**config.mk**
```make
export PLATFORM = sky130hd
export DESIGN_NAME = wdog_timer
export DESIGN_NICKNAME = d
export VERILOG_FILES = /design/src/rtl/wdog_pkg.sv /design/src/rtl/wdog_regif.sv /design/src/rtl/wdog_core.sv /design/src/rtl/wdog_timer.sv
export SDC_FILE = /design/constraint.sdc
export NUM_CORES = 1
export LEC_CHECK = 0
export ABC_AREA = 1
export BUFFER_PORTS_ARGS = -buffer_cell sky130_fd_sc_hd__buf_2
export CAP_MARGIN = 20
export CELL_PAD_IN_SITES_DETAIL_PLACEMENT = 1
export CELL_PAD_IN_SITES_GLOBAL_PLACEMENT = 1
export CORE_ASPECT_RATIO = 0.75
export CORE_MARGIN = 2
export CORE_UTILIZATION = 40
export DETAILED_ROUTE_END_ITERATION = 10
export PLACE_DENSITY = 0.81
export SLEW_MARGIN = 15
export SYNTH_ARGS = -nofsm -noshare
export SYNTH_HDL_FRONTEND = slang
export SYNTH_SLANG_ARGS = --single-unit
```
**constraint.sdc**
```tcl
create_clock -name clk_i -period 3.3 [get_ports clk_i]
set_input_delay 0.99 -clock clk_i [delete_from_list [all_inputs] [get_ports clk_i]]
set_output_delay 0.99 -clock clk_i [all_outputs]
set_load 0.01 [all_outputs]
```
**src/rtl/wdog_pkg.sv**
```systemverilog
package wdog_pkg;
  localparam int DW = 32;
  localparam int CTRL_W = 6;

  localparam int OFF_COUNT   = 'h00;
  localparam int OFF_RELOAD  = 'h04;
  localparam int OFF_RESTART = 'h08;
  localparam int OFF_CTRL    = 'h0C;
  localparam int OFF_TSTAT   = 'h10;
  localparam int OFF_TCLR    = 'h14;
  localparam int OFF_RWIDTH  = 'h18;

  localparam logic [15:0] RESTART_KEY = 16'h4755;

  localparam int CB_EN   = 0;
  localparam int CB_RST  = 1;
  localparam int CB_IRQ  = 2;
  localparam int CB_EXT  = 3;
  localparam int CB_SEL  = 4;
  localparam int CB_MODE = 5;

  localparam int N_ACT = 3;

  typedef enum logic [2:0] {
    SEL_COUNT, SEL_RELOAD, SEL_RESTART, SEL_CTRL,
    SEL_TSTAT, SEL_TCLR, SEL_RWIDTH, SEL_NONE
  } reg_sel_e;
endpackage

```
**src/rtl/wdog_regif.sv**
```systemverilog
module wdog_regif
  import wdog_pkg::*;
#(
  parameter int ADDR_W = 8,
  parameter int CNT_W = 32,
  parameter logic [CNT_W-1:0] RST_LOAD = CNT_W'(32'h03EF1480)
) (
  input  logic              clk_i,
  input  logic              rst_ni,
  input  logic              req_i,
  input  logic              we_i,
  input  logic [ADDR_W-1:0] addr_i,
  input  logic [DW-1:0]     wdata_i,
  output logic [DW-1:0]     rdata_o,
  input  logic [CNT_W-1:0]  count_i,
  output logic [CTRL_W-1:0] ctrl_o,
  output logic [CNT_W-1:0]  reload_o,
  output logic              load_o,
  output logic              load_sel_o,
  output logic              err_o
);
  localparam int IDX_W = ADDR_W - 2;

  reg_sel_e          sel;
  logic [IDX_W-1:0]  idx;
  logic [CTRL_W-1:0] ctrl_q;
  logic [CNT_W-1:0]  reload_q;
  logic              err_q;
  logic              wr, restart_ok, ctrl_wr, en_rise;

  assign idx = addr_i[ADDR_W-1:2];

  always_comb begin
    sel = SEL_NONE;
    if (addr_i[1:0] == 2'b00) begin
      case (idx)
        IDX_W'(OFF_COUNT   >> 2): sel = SEL_COUNT;
        IDX_W'(OFF_RELOAD  >> 2): sel = SEL_RELOAD;
        IDX_W'(OFF_RESTART >> 2): sel = SEL_RESTART;
        IDX_W'(OFF_CTRL    >> 2): sel = SEL_CTRL;
        IDX_W'(OFF_TSTAT   >> 2): sel = SEL_TSTAT;
        IDX_W'(OFF_TCLR    >> 2): sel = SEL_TCLR;
        IDX_W'(OFF_RWIDTH  >> 2): sel = SEL_RWIDTH;
        default:                  sel = SEL_NONE;
      endcase
    end
  end

  assign wr         = req_i & we_i;
  assign restart_ok = wr & (sel == SEL_RESTART) & (wdata_i[15:0] == RESTART_KEY);
  // control only accepted when it flips the enable bit
  assign ctrl_wr    = wr & (sel == SEL_CTRL) & (wdata_i[CB_EN] != ctrl_q[CB_EN]);
  assign en_rise    = ctrl_wr & wdata_i[CB_EN];
  assign load_o     = restart_ok | en_rise;
  assign load_sel_o = en_rise ? wdata_i[CB_SEL] : ctrl_q[CB_SEL];

  always_ff @(posedge clk_i or negedge rst_ni) begin
    if (!rst_ni) begin
      ctrl_q   <= '0;
      reload_q <= RST_LOAD;
      err_q    <= 1'b0;
    end else begin
      if (ctrl_wr) ctrl_q <= wdata_i[CTRL_W-1:0];
      if (wr && sel == SEL_RELOAD) reload_q <= wdata_i[CNT_W-1:0];
      if (req_i && sel == SEL_NONE) err_q <= 1'b1;
    end
  end

  always_comb begin
    unique case (sel)
      SEL_COUNT:  rdata_o = DW'(count_i);
      SEL_RELOAD: rdata_o = DW'(reload_q);
      SEL_CTRL:   rdata_o = DW'(ctrl_q);
      default:    rdata_o = '0;
    endcase
  end

  assign ctrl_o   = ctrl_q;
  assign reload_o = reload_q;
  assign err_o    = err_q;


  ctrl_keep_chk: assert property (@(posedge clk_i) disable iff (!rst_ni)
    (req_i && we_i && addr_i == ADDR_W'(OFF_CTRL) && wdata_i[CB_EN] == ctrl_q[CB_EN])
    |=> $stable(ctrl_q));

  bad_key_chk: assert property (@(posedge clk_i) disable iff (!rst_ni)
    (req_i && we_i && addr_i == ADDR_W'(OFF_RESTART) && wdata_i[15:0] != RESTART_KEY)
    |-> !load_o);

  err_sticky_chk: assert property (@(posedge clk_i) disable iff (!rst_ni)
    err_q |=> err_q);
endmodule

```
**src/rtl/wdog_core.sv**
```systemverilog
module wdog_core
  import wdog_pkg::*;
#(
  parameter int CNT_W = 32,
  parameter logic [CNT_W-1:0] RST_LOAD = CNT_W'(32'h03EF1480)
) (
  input  logic             clk_i,
  input  logic             rst_ni,
  input  logic             en_i,
  input  logic             load_i,
  input  logic             load_sel_i,
  input  logic [CNT_W-1:0] reload_i,
  input  logic             tick_1m_i,
  input  logic [N_ACT-1:0] act_en_i,
  output logic [CNT_W-1:0] count_o,
  output logic [N_ACT-1:0] pulse_o
);
  logic [CNT_W-1:0] cnt_q;
  logic             expired_q, sel_q;
  logic             tick, run, hit;
  logic [N_ACT-1:0] pulse_q;

  assign tick = sel_q ? tick_1m_i : 1'b1;
  assign run  = en_i & ~expired_q;
  // final decrement (a zero load also expires on the next tick)
  assign hit  = run & tick & (cnt_q <= CNT_W'(1)) & ~load_i;

  always_ff @(posedge clk_i or negedge rst_ni) begin
    if (!rst_ni) begin
      cnt_q     <= RST_LOAD;
      expired_q <= 1'b0;
      sel_q     <= 1'b0;
    end else if (load_i) begin
      cnt_q     <= reload_i;
      expired_q <= 1'b0;
      sel_q     <= load_sel_i;
    end else if (hit) begin
      cnt_q     <= '0;
      expired_q <= 1'b1;
    end else if (run && tick) begin
      cnt_q     <= cnt_q - CNT_W'(1);
    end
  end

  for (genvar g = 0; g < N_ACT; g++) begin : g_act
    always_ff @(posedge clk_i or negedge rst_ni) begin
      if (!rst_ni) pulse_q[g] <= 1'b0;
      else         pulse_q[g] <= hit & act_en_i[g];
    end
  end

  assign count_o = cnt_q;
  assign pulse_o = pulse_q;


  hold_chk: assert property (@(posedge clk_i) disable iff (!rst_ni)
    (!en_i && !load_i) |=> $stable(cnt_q));

  expired_hold_chk: assert property (@(posedge clk_i) disable iff (!rst_ni)
    (expired_q && !load_i) |=> (cnt_q == '0 && pulse_q == '0));

  pulse_zero_chk: assert property (@(posedge clk_i) disable iff (!rst_ni)
    (|pulse_q) |-> (cnt_q == '0 && expired_q));

  no_up_chk: assert property (@(posedge clk_i) disable iff (!rst_ni)
    !load_i |=> cnt_q <= $past(cnt_q));
endmodule

```
**src/rtl/wdog_timer.sv**
```systemverilog
module wdog_timer
  import wdog_pkg::*;
#(
  parameter int ADDR_W = 8,
  parameter int CNT_W = 32,
  parameter logic [CNT_W-1:0] RST_LOAD = CNT_W'(32'h03EF1480)
) (
  input  logic              clk_i,
  input  logic              rst_ni,
  input  logic              req_i,
  input  logic              we_i,
  input  logic [ADDR_W-1:0] addr_i,
  input  logic [31:0]       wdata_i,
  output logic [31:0]       rdata_o,
  input  logic              tick_1m_i,
  output logic              rst_req_o,
  output logic              rst_full_o,
  output logic              irq_o,
  output logic              ext_o,
  output logic              addr_err_o
);
  logic [CTRL_W-1:0] ctrl;
  logic [CNT_W-1:0]  reload, count;
  logic              load, load_sel;
  logic [N_ACT-1:0]  pulse;

  wdog_regif #(.ADDR_W(ADDR_W), .CNT_W(CNT_W), .RST_LOAD(RST_LOAD)) u_regif (
    .clk_i, .rst_ni, .req_i, .we_i, .addr_i, .wdata_i, .rdata_o,
    .count_i(count), .ctrl_o(ctrl), .reload_o(reload),
    .load_o(load), .load_sel_o(load_sel), .err_o(addr_err_o)
  );

  wdog_core #(.CNT_W(CNT_W), .RST_LOAD(RST_LOAD)) u_core (
    .clk_i, .rst_ni,
    .en_i(ctrl[CB_EN]), .load_i(load), .load_sel_i(load_sel),
    .reload_i(reload), .tick_1m_i,
    .act_en_i(ctrl[CB_EXT:CB_RST]),
    .count_o(count), .pulse_o(pulse)
  );

  assign rst_req_o  = pulse[0];
  assign irq_o      = pulse[1];
  assign ext_o      = pulse[2];
  assign rst_full_o = ctrl[CB_MODE];
endmodule

```
* Word-level counts from Yosys, hierarchy flattened
Index checks and enable logic that the tools add are counted.
** Word-level totals
- Register bits :: 76
- Word-level logic and storage cells :: 57
** Operators by class
- Bitwise gates (word level) :: 16
- Reduce and logical (&&, ||, !) cells :: 8
- Multiplexer cells :: 10
- Magnitude comparators :: 1
- Eq/ne operators :: 12
- $add $sub $neg :: 1
** Operators by type and width (number)
- $mux 32 :: 3
- $pmux 32 s3 :: 1
- $le 32x1->1 const B :: 1
- $sub 32x1->32 const B :: 1
- $pmux 3 s7 :: 1
- $eq 6x3->1 const B :: 3
- $eq 16x15->1 const B :: 1
- $and 1x1->1 :: 13
- $eq 6x2->1 const B :: 2
- $eq 3x2->1 const B :: 2
- $eq 6x1->1 const B :: 1
- $logic_not 6->1 :: 1
- $mux 1 :: 4
- $eq 3x1->1 const B :: 1
- $eq 3x3->1 const B :: 1
- $logic_and 1x1->1 :: 3
- $logic_not 3->1 :: 1
- $mux 3 :: 1
- $reduce_bool 3->1 :: 1
- $logic_not 2->1 :: 1
- $not 1->1 :: 2
- $reduce_bool 2->1 :: 1
- $ne 1x1->1 :: 1
- $or 1x1->1 :: 1

* Logic depth before layout (Yosys ltp)
Gate-level depths: netlist (run 1).
- Word-level depth :: 12
- Mapped depth :: 13
- Gate-level depth less buffers :: 11

* By module
A second synthesis (run 1) with hierarchy kept.
** Unflattened totals
- Cells, all modules :: 716
- Area total of the unflattened synthesis :: 5072.4 um^2
** By module, submodules not included
- wdog_core :: instances 1, cells each 380, seq. area each 940.9 um^2, area an instance 2755.1 um^2
- wdog_regif :: instances 1, cells each 336, seq. area each 991.0 um^2, area an instance 2317.2 um^2

* Worst setup path before layout (run 1)
OpenSTA, ideal clock, no wires.
- Kind :: input to output
- From :: input port addr_i[7]
- To :: output port rdata_o[10]
- Stages on the path :: 6
- Arrival time :: 2.092 ns
- Setup slack :: 0.218 ns
- Path buffers :: 1
- Cells stage by stage :: nor2_2 > nand3_2 > nor2_2 > nand2_1 > clkbuf_1 > o21ai_0
** On the way
- Word-level cells in the longest chain between the ends :: 5
- Elaborated cells between the ends (all ways) :: 13
** Ends and longest elaborated chain
- start, declared :: line wdog_timer.sv:12 : input logic [ADDR_W-1:0] addr_i,
- $eq 6x3->1 (tied with other cells) :: line wdog_regif.sv:36 : case (idx)
- $pmux 3 s7 * :: line wdog_regif.sv:36
- $mux 3 * :: line wdog_regif.sv:35 : if (addr_i[1:0] == 2'b00) begin
- $eq 3x2->1 (tied with other cells) :: line wdog_regif.sv:70 : unique case (sel)
- $pmux 32 s3 * :: line wdog_regif.sv:70
- end, declared :: line wdog_timer.sv:14 : output logic [31:0] rdata_o,
Mark *: on every way between the ends. The rest lies on a longest branch, timed or not.

* Final worst setup path (run 1)
- From :: input port addr_i[5]
- To :: output port rdata_o[18]
The elaborated chain is that of the path after synthesis.

==> summary.txt, run 1 <==
Worst setup path
  – R2R Setup Slk: 1110 ps
  – Worst setup path startpoint: addr_i[5]
  – CP startpoint kind: input pin
  – Reg-to-reg startpoint: u_core.count_o[0]$_DFFE_PN0P_
  – Crit end category: output port
  – Critical Path Sink: rdata_o[18]
  – Critical path peak fanout: 17
  – Crit path cell chain: buf_2 -> nor2_1 -> nand3_2 -> nor2_4 -> nand2_1 -> buf_12 -> o21ai_0 -> buf_2
  – Max stage delay on crit path: 230 ps
  – Crit path buffers/inverters: 3
  – WP data required: 2310 ps
  – Logic depth of the worst setup path including buffers: 8
  – Crit path max-delay family: simple AND/OR/NAND/NOR gates
  – Most frequent CP cell: buf_2
  – Reg2reg end: u_core.count_o[26]$_DFFE_PN0P_
  – Slowest CP cell: o21ai_0
  – R2R depth: 9
  – CP Class: in -> out
  – Worst Path Arrival: 2210 ps

Clock tree
  – Worst-Skew Late Latency: 350 ps
  – CTS H-tree lvls: 3
  – CTS hold repair buffers: 0
  – Reg clk slew, reported paths: 60 ps
  – CTS tree: done
  – Cts bufs inserted: 9
  – Clk root buf: clkbuf_16
  – # clock sinks: 76
  – Longest Clk Path Bufs: 2

Logic synthesis
  – Seq/Total Area, Yosys: 0.410
  – Post-synth top area cell: dfrtp_1
  – Number of distinct library cells after synthesis: 33
  – Post-synthesis register bit count: 76
  – Yosys warns: 0
  – Syn Area/Cell: 6.88 µm²
  – Top cell type's share of synthesized area: 0.276
  – Synth Net Count: 732
  – Mapped Area: 4710 µm²
  – Syn Inst Count: 685
  – Ranking of synthesized cells by area: dfrtp_1 28%, nand2_1 21%, dfstp_2 13%, nand3_1 7.2%, inv_1 6.2%

Global route
  – Largest net degree at the start of global routing: 77
  – GRT Resource Usage Total: 0.271
  – Antenna violations before repair: 0
  – Vias in the first global route: 5,029
  – First-pass GRT wire length: 26,700 µm
  – GRT overflow: 0

STA
  – Fmax: 312 MHz
  – Relative slew slack: 0.466
  – Max-slew violations: 0
  – Fin crit period: 3200 ps
  – Setup TNS: 0 ps
  – Final setup viols: 0
  – RSZ-0062 raised after global routing: no
  – Skew final: 5.69 ps
  – Worst Tran Pin Value: 799 ps
  – Final Hold Viols: 0
  – Final Hold Slack: 476 ps
  – Crit share post-route: 0.970

Detailed routing
  – Detailed-route via count: 4,928
  – DRT iter0 DRCs: 385
  – ANT nets after route: 0
  – Final WL: 16,700 µm
  – Mean routed wirelength per cell: 17.8 µm
  – Via density: 5.26
  – Drt first pass iters: 4
  – Drt drc: 0

Floorplan
  – Vert. Die Dim: 98.0 µm
  – Die ar.: 12,700 µm²
  – Total core area: 11,500 µm²
  – Starting Density: 0.409
  – Rows: 34
  – # IOs: 82
  – Die W: 129 µm

Power
  – P_leak: 0.00299 µW
  – Pwr Density: 383 nW/µm²
  – Max rail drop VDD: 0.000229 V

Run
  – Max_cap viols: 0

Final layout
  – Final Instance Area: 5760 µm²
  – Number of diodes: 0
  – Nets: 817
  – Finished Core Util: 0.500
  – Commonest non-fill, non-tap cell in the layout: nand2_1
  – Commonest cells after routing, fill and taps aside: 259 x nand2_1, 80 x buf_2, 78 x inv_1
  – Share of cells above drive strength 1: 0.201
  – Final-layout fill cell count: 1,537
  – Area growth syn-to-layout: 22.3%

Place
  – Final GP Congestion: 0.897
  – Post-placement cell area: 5340 µm²
  – Dpl hpwl: 12,000 µm
  – IO buf count: 81

Outcome
  – Status: finished, final reports clean

Hold path
  – Hold Crit Class: reg -> reg
worst min-delay path, cell delays in order (launching register included):
cell and delay, ps:
dfstp_2 370, nand2_1 60, nand2_1 40
state kept, by name (all words and copies together), names as in the netlist:
name              count
u_core.count_o       32
u_core.expired_q      1
u_core.pulse_o        3
u_core.sel_q          1
u_regif.ctrl_o        6
u_regif.err_o         1
u_regif.reload_o     32
cell usage after synthesis, drive strengths merged:
cell type and number:
nor4 1, nand3b 2, nor2 69, and2 1, nand4 20, xor2 22
nor3 4, nand2 261, or2 1, dfstp 24, nand3 71, dfrtp 52
o221ai 2, clkbuf 7, o21ai 41, inv 79, xnor2 1, buf 17
ha 2, o211ai 4, a21oi 2, o21a 1, clkinv 1
how the worst min path moves through the flow:
stage | to | slack [ps] | cells past startpoint | from
floorplan | u_regif.reload_o[16]$_DFFE_PN1P_ | 450 | 2 | u_regif.reload_o[16]$_DFFE_PN1P_
global placement | u_regif.err_o$_DFFE_PN0P_ | 450 | 2 | u_regif.err_o$_DFFE_PN0P_
detailed placement | u_regif.err_o$_DFFE_PN0P_ | 470 | 2 | u_regif.err_o$_DFFE_PN0P_
CTS | u_regif.reload_o[21]$_DFFE_PN1P_ | 480 | 2 | u_regif.reload_o[21]$_DFFE_PN1P_
global route | u_regif.err_o$_DFFE_PN0P_ | 490 | 2 | u_regif.err_o$_DFFE_PN0P_
finish | u_regif.reload_o[19]$_DFFE_PN1P_ | 480 | 2 | u_regif.reload_o[19]$_DFFE_PN1P_
logic make-up (layout without fill, tap and decap cells):
family | count (synthesis) | in the layout | share of synthesized area
xor gates and xnor gates | 23 | 23 | 0.0428
adders and majority gates | 2 | 2 | 0.00531
AOI/OAI and AO/OA | 50 | 50 | 0.0574
and+or+nand+nor | 430 | 430 | 0.391
DFF | 76 | 76 | 0.410
buffers and inverters | 104 | 194 | 0.0938
metrics by stage:
| step | setup WS, ps | power (µW) | std cells |
|---|---|---|---|
| 6_report | 99.1 | 2210 | 937 |
| 4_1_cts | 57.3 | 2210 | 934 |
| 3_5_place_dp | 27.3 | 1120 | 918 |
| 3_3_place_gp | 94.7 | 1120 | 918 |
| 2_1_floorplan | 218 | 1040 | 685 |
| 5_1_grt | 11.0 | 2270 | 937 |
layout make-up:
class / count / area [µm²] / share of cell area
multi-input combinational: 505 / 2360 / 0.410
clock inverter: 4 / 72.6 / 0.0126
inverter: 80 / 305 / 0.0530
sequential: 76 / 1930 / 0.335
timing repair buffer: 98 / 641 / 0.111
clock buffer: 12 / 246 / 0.0428
tap: 162 / 203 / 0.0352
where the power goes:
group	internal [µW]	switching, µW	total [µW]
registers	940	6.65	947
clock network	683	406	1090
logic	59.0	111	170
layer usage:
| layer | GRT usage | part of all wire | vias up |
|---|---|---|---|
| met5 | 0 | 0 | - |
| met4 | 0.0510 | 0.0096 | 0 |
| met3 | 0.0416 | 0.049 | 14 |
| met2 | 0.409 | 0.44 | 128 |
| met1 | 0.414 | 0.50 | 2463 |
| li1 | - | - | 2323 |
timing repair:
action / 4_1_cts / 5_1_grt
gates cloned: 0 / 2
setup endpoints to repair: 9 / 20
resized for setup: 1 / 7
buffers inserted: 0 / 0
Power figures use the tool's default switching activity.
==> run 2: changes to the inputs <==
- CELL_PAD_IN_SITES_DETAIL_PLACEMENT: 1 -> default
- CELL_PAD_IN_SITES_GLOBAL_PLACEMENT: 1 -> default
- CORE_UTILIZATION: 40 -> 57
- PLACE_DENSITY: 0.81 -> default
- PLACE_DENSITY_LB_ADDON: default -> 0.25
==> run 2 against run 1 <==
Net effect: non-clock buffer count shrank 6; cell count shrank 6.7%; clock power shrank 33%; utilization grew 19 points; clock skew grew 5.4 ps; wire length shrank 22%; register-to-register slack lost 200 ps; maximum frequency shrank 0.22%; global-route usage grew 3.1 points; via count shrank 2.5%.
==> summary.txt, run 2 (synthesized netlist as in run 1, its figures left out) <==
Floorplan
  – Die W: 109 µm (-16%)
  – Rows: 28 (-18%)
  – Starting Density: 0.592 (+0.184)
  – Vert. Die Dim: 82.7 µm (-16%)
  – Die ar.: 9020 µm² (-29%)
  – Total core area: 7950 µm² (-31%)
  – # IOs: 82 (unchanged)

Worst setup path
  – Reg-to-reg startpoint: u_core.count_o[22]$_DFFE_PN1P_
  – Reg2reg end: u_core.count_o[7]$_DFFE_PN1P_
  – Crit end category: output port
  – Critical path peak fanout: 12 (-5)
  – Crit path cell chain: buf_2 -> nor2_2 -> nand3_4 -> nor2_4 -> nand2_1 -> buf_4 -> o21ai_0 -> buf_2
  – Critical Path Sink: rdata_o[27]
  – Max stage delay on crit path: 220 ps (about the same)
  – Crit path buffers/inverters: 3 (unchanged)
  – Slowest CP cell: o21ai_0
  – Most frequent CP cell: buf_2
  – CP startpoint kind: input pin
  – Crit path max-delay family: simple AND/OR/NAND/NOR gates
  – Worst Path Arrival: 2220 ps (about the same)
  – Worst setup path startpoint: addr_i[1]
  – R2R Setup Slk: 910 ps (-200 ps)
  – Logic depth of the worst setup path including buffers: 8 (unchanged)
  – WP data required: 2310 ps (about the same)
  – R2R depth: 11 (+2)
  – CP Class: in -> out

Clock tree
  – # clock sinks: 76 (unchanged)
  – CTS tree: done
  – Reg clk slew, reported paths: 90 ps (+30 ps)
  – Worst-Skew Late Latency: 370 ps (+20 ps)
  – Cts bufs inserted: 9 (unchanged)
  – CTS H-tree lvls: 3 (unchanged)
  – Longest Clk Path Bufs: 2 (unchanged)
  – CTS hold repair buffers: 0 (unchanged)
  – Clk root buf: clkbuf_8

Hold path
  – WHS Path Cells: 2 (unchanged)
  – Hold Crit Class: reg -> reg

Final layout
  – Number of diodes: 0 (unchanged)
  – Final Non-Filler Cells: 874 (-6.7%)
  – Multi-input logic area: 2360 µm² (+0.16%)
  – Nets: 811 (-0.73%)
  – Final-layout fill cell count: 677 (-56%)
  – Commonest cells after routing, fill and taps aside: 259 x nand2_1, 80 x buf_2, 78 x inv_1
  – Commonest non-fill, non-tap cell in the layout: nand2_1
  – Share of cells above drive strength 1: 0.196 (-0.00493)
  – Area growth syn-to-layout: 16.1%
  – Register area: 1930 µm² (unchanged)

Global route
  – Antenna violations before repair: 0 (unchanged)
  – GRT overflow: 0 (unchanged)
  – First-pass GRT wire length: 20,800 µm (-22%)
  – Largest net degree at the start of global routing: 77 (unchanged)
  – GRT Resource Usage Total: 0.302 (+0.0307)
  – Vias in the first global route: 4,269 (-15%)

STA
  – Relative slew slack: 0.313 (-0.153)
  – Crit share post-route: 0.972 (+0.00210)
  – Final Hold Viols: 0 (unchanged)
  – Final setup viols: 0 (unchanged)
  – Setup TNS: 0 ps (unchanged)
  – Worst Tran Pin Value: 1030 ps (+231 ps)
  – Max-slew violations: 0 (unchanged)
  – Worst setup margin: 92.1 ps (-6.93 ps)
  – Fmax: 312 MHz (-0.22%)
  – RSZ-0062 raised after global routing: no
  – Fin crit period: 3210 ps (+6.93 ps)
  – Skew final: 11.1 ps (+5.41 ps)

Place
  – Setup Slack @ Placement: 38.8 ps (+11.4 ps)
  – Final GP Congestion: 0.967 (+7.8%)
  – Inst Count DP: 857 (-6.6%)
  – Dpl hpwl: 9230 µm (-23%)
  – IO buf count: 81 (unchanged)

Power
  – P_leak: 0.00288 µW (-3.6%)
  – Max rail drop VDD: 0.000176 V (-23%)
  – Comb pwr share: 0.087 (+0.010)
  – Pwr Density: 335 nW/µm² (-13%)
  – Switch Pwr: 484 µW (-7.7%)
  – Clock power frac: 0.397 (-0.097)
  – Flop pwr share: 0.516 (+0.087)
  – Net Sw Frac: 0.264 (+0.0266)
  – P_int: 1350 µW (-20%)

Detailed routing
  – Detailed-route via count: 4,805 (-2.5%)
  – ANT nets after route: 0 (unchanged)
  – Drt drc: 0 (unchanged)
  – Mean routed wirelength per cell: 14.9 µm (-16%)
  – Final WL: 13,000 µm (-22%)
  – Via density: 5.50 (+4.5%)
  – Drt first pass iters: 5 (+1)
  – DRT iter0 DRCs: 493 (+28%)

Outcome
  – Status: finished, final reports clean

Run
  – Max_cap viols: 0 (unchanged)
## run 2: layer usage
metal,share of wire,wire length (µm),GRT usage,up-vias
met5,0,0,0,-
met4,0.015,193,0.0808,0
met3,0.11,1450,0.0832,23
met2,0.43,5570,0.437,271
met1,0.45,5840,0.444,2202
li1,-,-,-,2309
## run 2: cell type report
| cell class | instances | area share |
|---|---|---|
| flip-flops and latches | 76 | 0.353 |
| well taps | 105 | 0.0240 |
| inverters | 80 | 0.0554 |
| clock buffers | 11 | 0.0240 |
| repair buffers | 92 | 0.0997 |
| multi-input cells | 505 | 0.432 |
| clock inverters | 5 | 0.0114 |
## run 2: worst register-to-register path, stage by stage, from the launching register on
cell and delay, ps:
dfstp_2 590, nor2_1 100, nand2_1 130, inv_1 50, nand2_1 60, nor2_1 40
nand3_1 160, nand2_1 90, nor2_2 580, buf_4 360, nand2_1 90, nand3_1 80
## run 2: per-stage QoR
stage          area [µm²]   util  hold WS (ps)  total power (µW)
2_1_floorplan        4710      -           450              1040
3_3_place_gp         5220  0.657           446              1110
3_5_place_dp         5220  0.657           451              1120
4_1_cts              5420  0.681           476              1830
5_1_grt              5470  0.688           490              1900
6_report             5470  0.688           474              1830
## run 2: worst min path at each step
| stage | start | endpoint | slack, ps |
|---|---|---|---|
| global placement | u_regif.err_o$_DFFE_PN0P_ | u_regif.err_o$_DFFE_PN0P_ | 450 |
| floorplan | u_regif.reload_o[16]$_DFFE_PN1P_ | u_regif.reload_o[16]$_DFFE_PN1P_ | 450 |
| global route | u_regif.reload_o[23]$_DFFE_PN1P_ | u_regif.reload_o[23]$_DFFE_PN1P_ | 490 |
| CTS | u_regif.reload_o[25]$_DFFE_PN1P_ | u_regif.reload_o[25]$_DFFE_PN1P_ | 480 |
| finish | u_regif.err_o$_DFFE_PN0P_ | u_regif.err_o$_DFFE_PN0P_ | 470 |
| detailed placement | u_regif.err_o$_DFFE_PN0P_ | u_regif.err_o$_DFFE_PN0P_ | 450 |
## run 2: power by group through the flow
stage	clock [µW]	combinational, µW	sequential, µW
finish	727	159	945
global route	770	180	945
CTS	727	156	944
detailed placement	0	155	961
global placement	0	151	961
floorplan	0	82.9	960
## run 2: repair_timing
action | 4_1_cts | 5_1_grt
endpoints found under the setup margin | 0 | 31
buffers inserted | 0 | 0
gates resized for setup | 0 | 7
==> run 3: changes to the inputs <==
- GPL_TIMING_DRIVEN: default -> 0
==> run 3 against run 2 <==
Net effect: via count increased by 0.77%; cell area increased by 2.6%; die area unchanged; wire length increased by 7.6%; global-route usage increased by 3.2 points; sequential power about the same; highest routed layer unchanged; first-iteration DRC count increased by 22%; sequential share of layout area decreased by 0.90 points; critical path depth unchanged; total power increased by 4.0%; clock skew increased by 3.0 ps; register-to-register slack improved by 170 ps.
==> summary.txt, run 3 (synthesized netlist as in run 1, its figures left out) <==
Outcome
  – Status: finished, final reports clean

STA
  – RSZ-0062 raised after global routing: yes
  – Worst setup margin: 81.2 ps (-11.0 ps)
  – Skew final: 14.1 ps (+3.04 ps)
  – Final setup viols: 0 (unchanged)
  – Fin crit period: 3220 ps (+11.0 ps)
  – Fmax: 311 MHz (-0.34%)
  – Crit share post-route: 0.975 (+0.00333)
  – Final Hold Viols: 0 (unchanged)
  – Worst Tran Pin Value: 609 ps (-421 ps)
  – Max-slew violations: 0 (unchanged)
  – Relative slew slack: 0.591 (+0.278)

Place
  – Post-placement cell area: 5280 µm² (+1.1%)
  – Inst Count DP: 872 (+1.8%)
  – Dpl hpwl: 10,500 µm (+14%)
  – IO buf count: 81 (unchanged)
  – Final GP Congestion: 0.947 (-2.1%)
  – Setup Slack @ Placement: -671 ps (-710 ps)

Clock tree
  – Clk root buf: clkbuf_8
  – CTS hold repair buffers: 0 (unchanged)
  – Longest Clk Path Bufs: 2 (unchanged)
  – CTS tree: done
  – Cts bufs inserted: 9 (unchanged)
  – CTS H-tree lvls: 3 (unchanged)
  – Worst-Skew Late Latency: 360 ps (about the same)
  – Reg clk slew, reported paths: 70 ps (-20 ps)
  – # clock sinks: 76 (unchanged)

Power
  – Total power: 1900 µW (+4.0%)
  – Max rail drop VDD: 0.000213 V (+21%)
  – P_leak: 0.00298 µW (+3.3%)
  – Pwr Density: 339 nW/µm² (+1.4%)

Global route
  – GRT met2 Usage: 0.496 (+0.0590)
  – First-pass GRT wire length: 22,400 µm (+7.7%)
  – Antenna violations before repair: 0 (unchanged)
  – GRT overflow: 0 (unchanged)
  – Global-route met1 utilization: 0.502 (+0.0587)
  – M3 GR Usage: 0.0604 (-0.0228)
  – Top Usage Layer GRT: met1
  – Largest net degree at the start of global routing: 46 (-40%)
  – GRT Resource Usage Total: 0.334 (+0.0316)
  – Vias in the first global route: 4,437 (+3.9%)

Worst setup path
  – Worst setup path startpoint: addr_i[7]
  – Crit end category: output port
  – CP Class: in -> out
  – Critical path peak fanout: 10 (-2)
  – WP data required: 2310 ps (about the same)
  – CP startpoint kind: input pin
  – Worst Path Arrival: 2230 ps (about the same)
  – Reg-to-reg startpoint: u_core.count_o[0]$_DFFE_PN0P_

Detailed routing
  – Detailed-route via count: 4,842 (+0.77%)
  – Mean routed wirelength per cell: 15.7 µm (+5.4%)
  – Drt drc: 0 (unchanged)
  – Via density: 5.42 (-1.4%)
  – Final WL: 14,000 µm (+7.6%)
  – Drt first pass iters: 6 (+1)
  – ANT nets after route: 0 (unchanged)
  – DRT iter0 DRCs: 602 (+22%)

Final layout
  – Share of cells above drive strength 1: 0.213 (+0.0168)
  – Number of diodes: 0 (unchanged)
  – Final-layout fill cell count: 679 (+0.30%)
  – Nets: 830 (+2.3%)
  – Area growth syn-to-layout: 19.1%
  – Final Instance Area: 5610 µm² (+2.6%)
  – Commonest cells after routing, fill and taps aside: 257 x nand2_1, 86 x buf_2, 77 x inv_1
  – Final Non-Filler Cells: 893 (+2.2%)
  – Commonest non-fill, non-tap cell in the layout: nand2_1

Floorplan
  – Total core area: 7950 µm² (unchanged)
  – Rows: 28 (unchanged)
  – Vert. Die Dim: 82.7 µm (unchanged)
  – Die W: 109 µm (unchanged)
  – Die ar.: 9020 µm² (unchanged)
  – # IOs: 82 (unchanged)
  – Starting Density: 0.592 (unchanged)

Hold path
  – Hold path start: u_regif.reload_o[24]$_DFFE_PN1P_
  – Hold Crit Class: reg -> reg

Run
  – Max_cap viols: 0 (unchanged)
==> run 3: changes by cell type in the layout (fill, tap and decap cells not counted), sizes merged <==
| cell | before | now |
|---|---|---|
| buf | 91 | 104 |
| clkbuf | 12 | 17 |
| bufinv | 1 | 2 |
| clkinv | 3 | 4 |
| clkinvlp | 2 | 1 |
==> run 3: final timing paths <==
path / end / slack, ps / depth (start not counted)
hold / removal: u_regif.reload_o[24]$_DFFE_PN1P_ / 470 / 2
setup reg to reg: u_core.count_o[26]$_DFFE_PN0P_ / 1080 / 9
hold reg to reg: u_regif.reload_o[24]$_DFFE_PN1P_ / 470 / 2
min in group asynchronous: u_core.count_o[5]$_DFFE_PN0P_ / 570 / 1
setup / recovery: rdata_o[31] / 80 / 8
max in group asynchronous: u_regif.reload_o[12]$_DFFE_PN1P_ / 2090 / 2
==> run 3: routing by layer <==
| layer | up-vias | wire length, µm | share of wire |
|---|---|---|---|
| met1 | 2227 | 6410 | 0.46 |
| met5 | - | 0 | 0 |
| li1 | 2348 | - | - |
| met3 | 22 | 1510 | 0.11 |
| met2 | 245 | 5910 | 0.42 |
| met4 | 0 | 208 | 0.015 |
==> run 3: area by class of cell <==
type | instances | area [µm²] | share of cell area
Multi-Input combinational cell | 505 | 2370 | 0.423
Sequential cell | 76 | 1930 | 0.344
Timing Repair Buffer | 87 | 473 | 0.0843
Inverter | 80 | 303 | 0.0539
Buffer | 24 | 183 | 0.0325
Tap cell | 105 | 131 | 0.0234
Clock buffer | 10 | 128 | 0.0227
Clock inverter | 6 | 90.1 | 0.0160
==> run 3: critical path, stage by stage <==
cell and delay, ps:
buf_2 110, nor2_4 120, nand3_2 120, nor2_4 170
nand2_4 150, clkbuf_8 200, o21ai_1 200, buf_2 170
==> run 3: per-stage QoR <==
stage | util | setup TNS, ps | hold slack, ps
floorplan | - | 0 | 450
global placement | 0.660 | -12170 | 445
detailed placement | 0.664 | -13630 | 448
CTS | 0.701 | 0 | 474
global route | 0.706 | -84.6 | 499
finish | 0.706 | 0 | 472
==> run 3: repair_timing <==
action                     4_1_cts  5_1_grt
resized for setup               17       10
buffers inserted                 4        1
pin swaps                        2        2
setup endpoints to repair       32       32
==> run 3: report_power, final <==
part	internal, µW	switching (µW)
registers	939	6.23
logic	58.5	107
clock network	427	366
total	1420	479
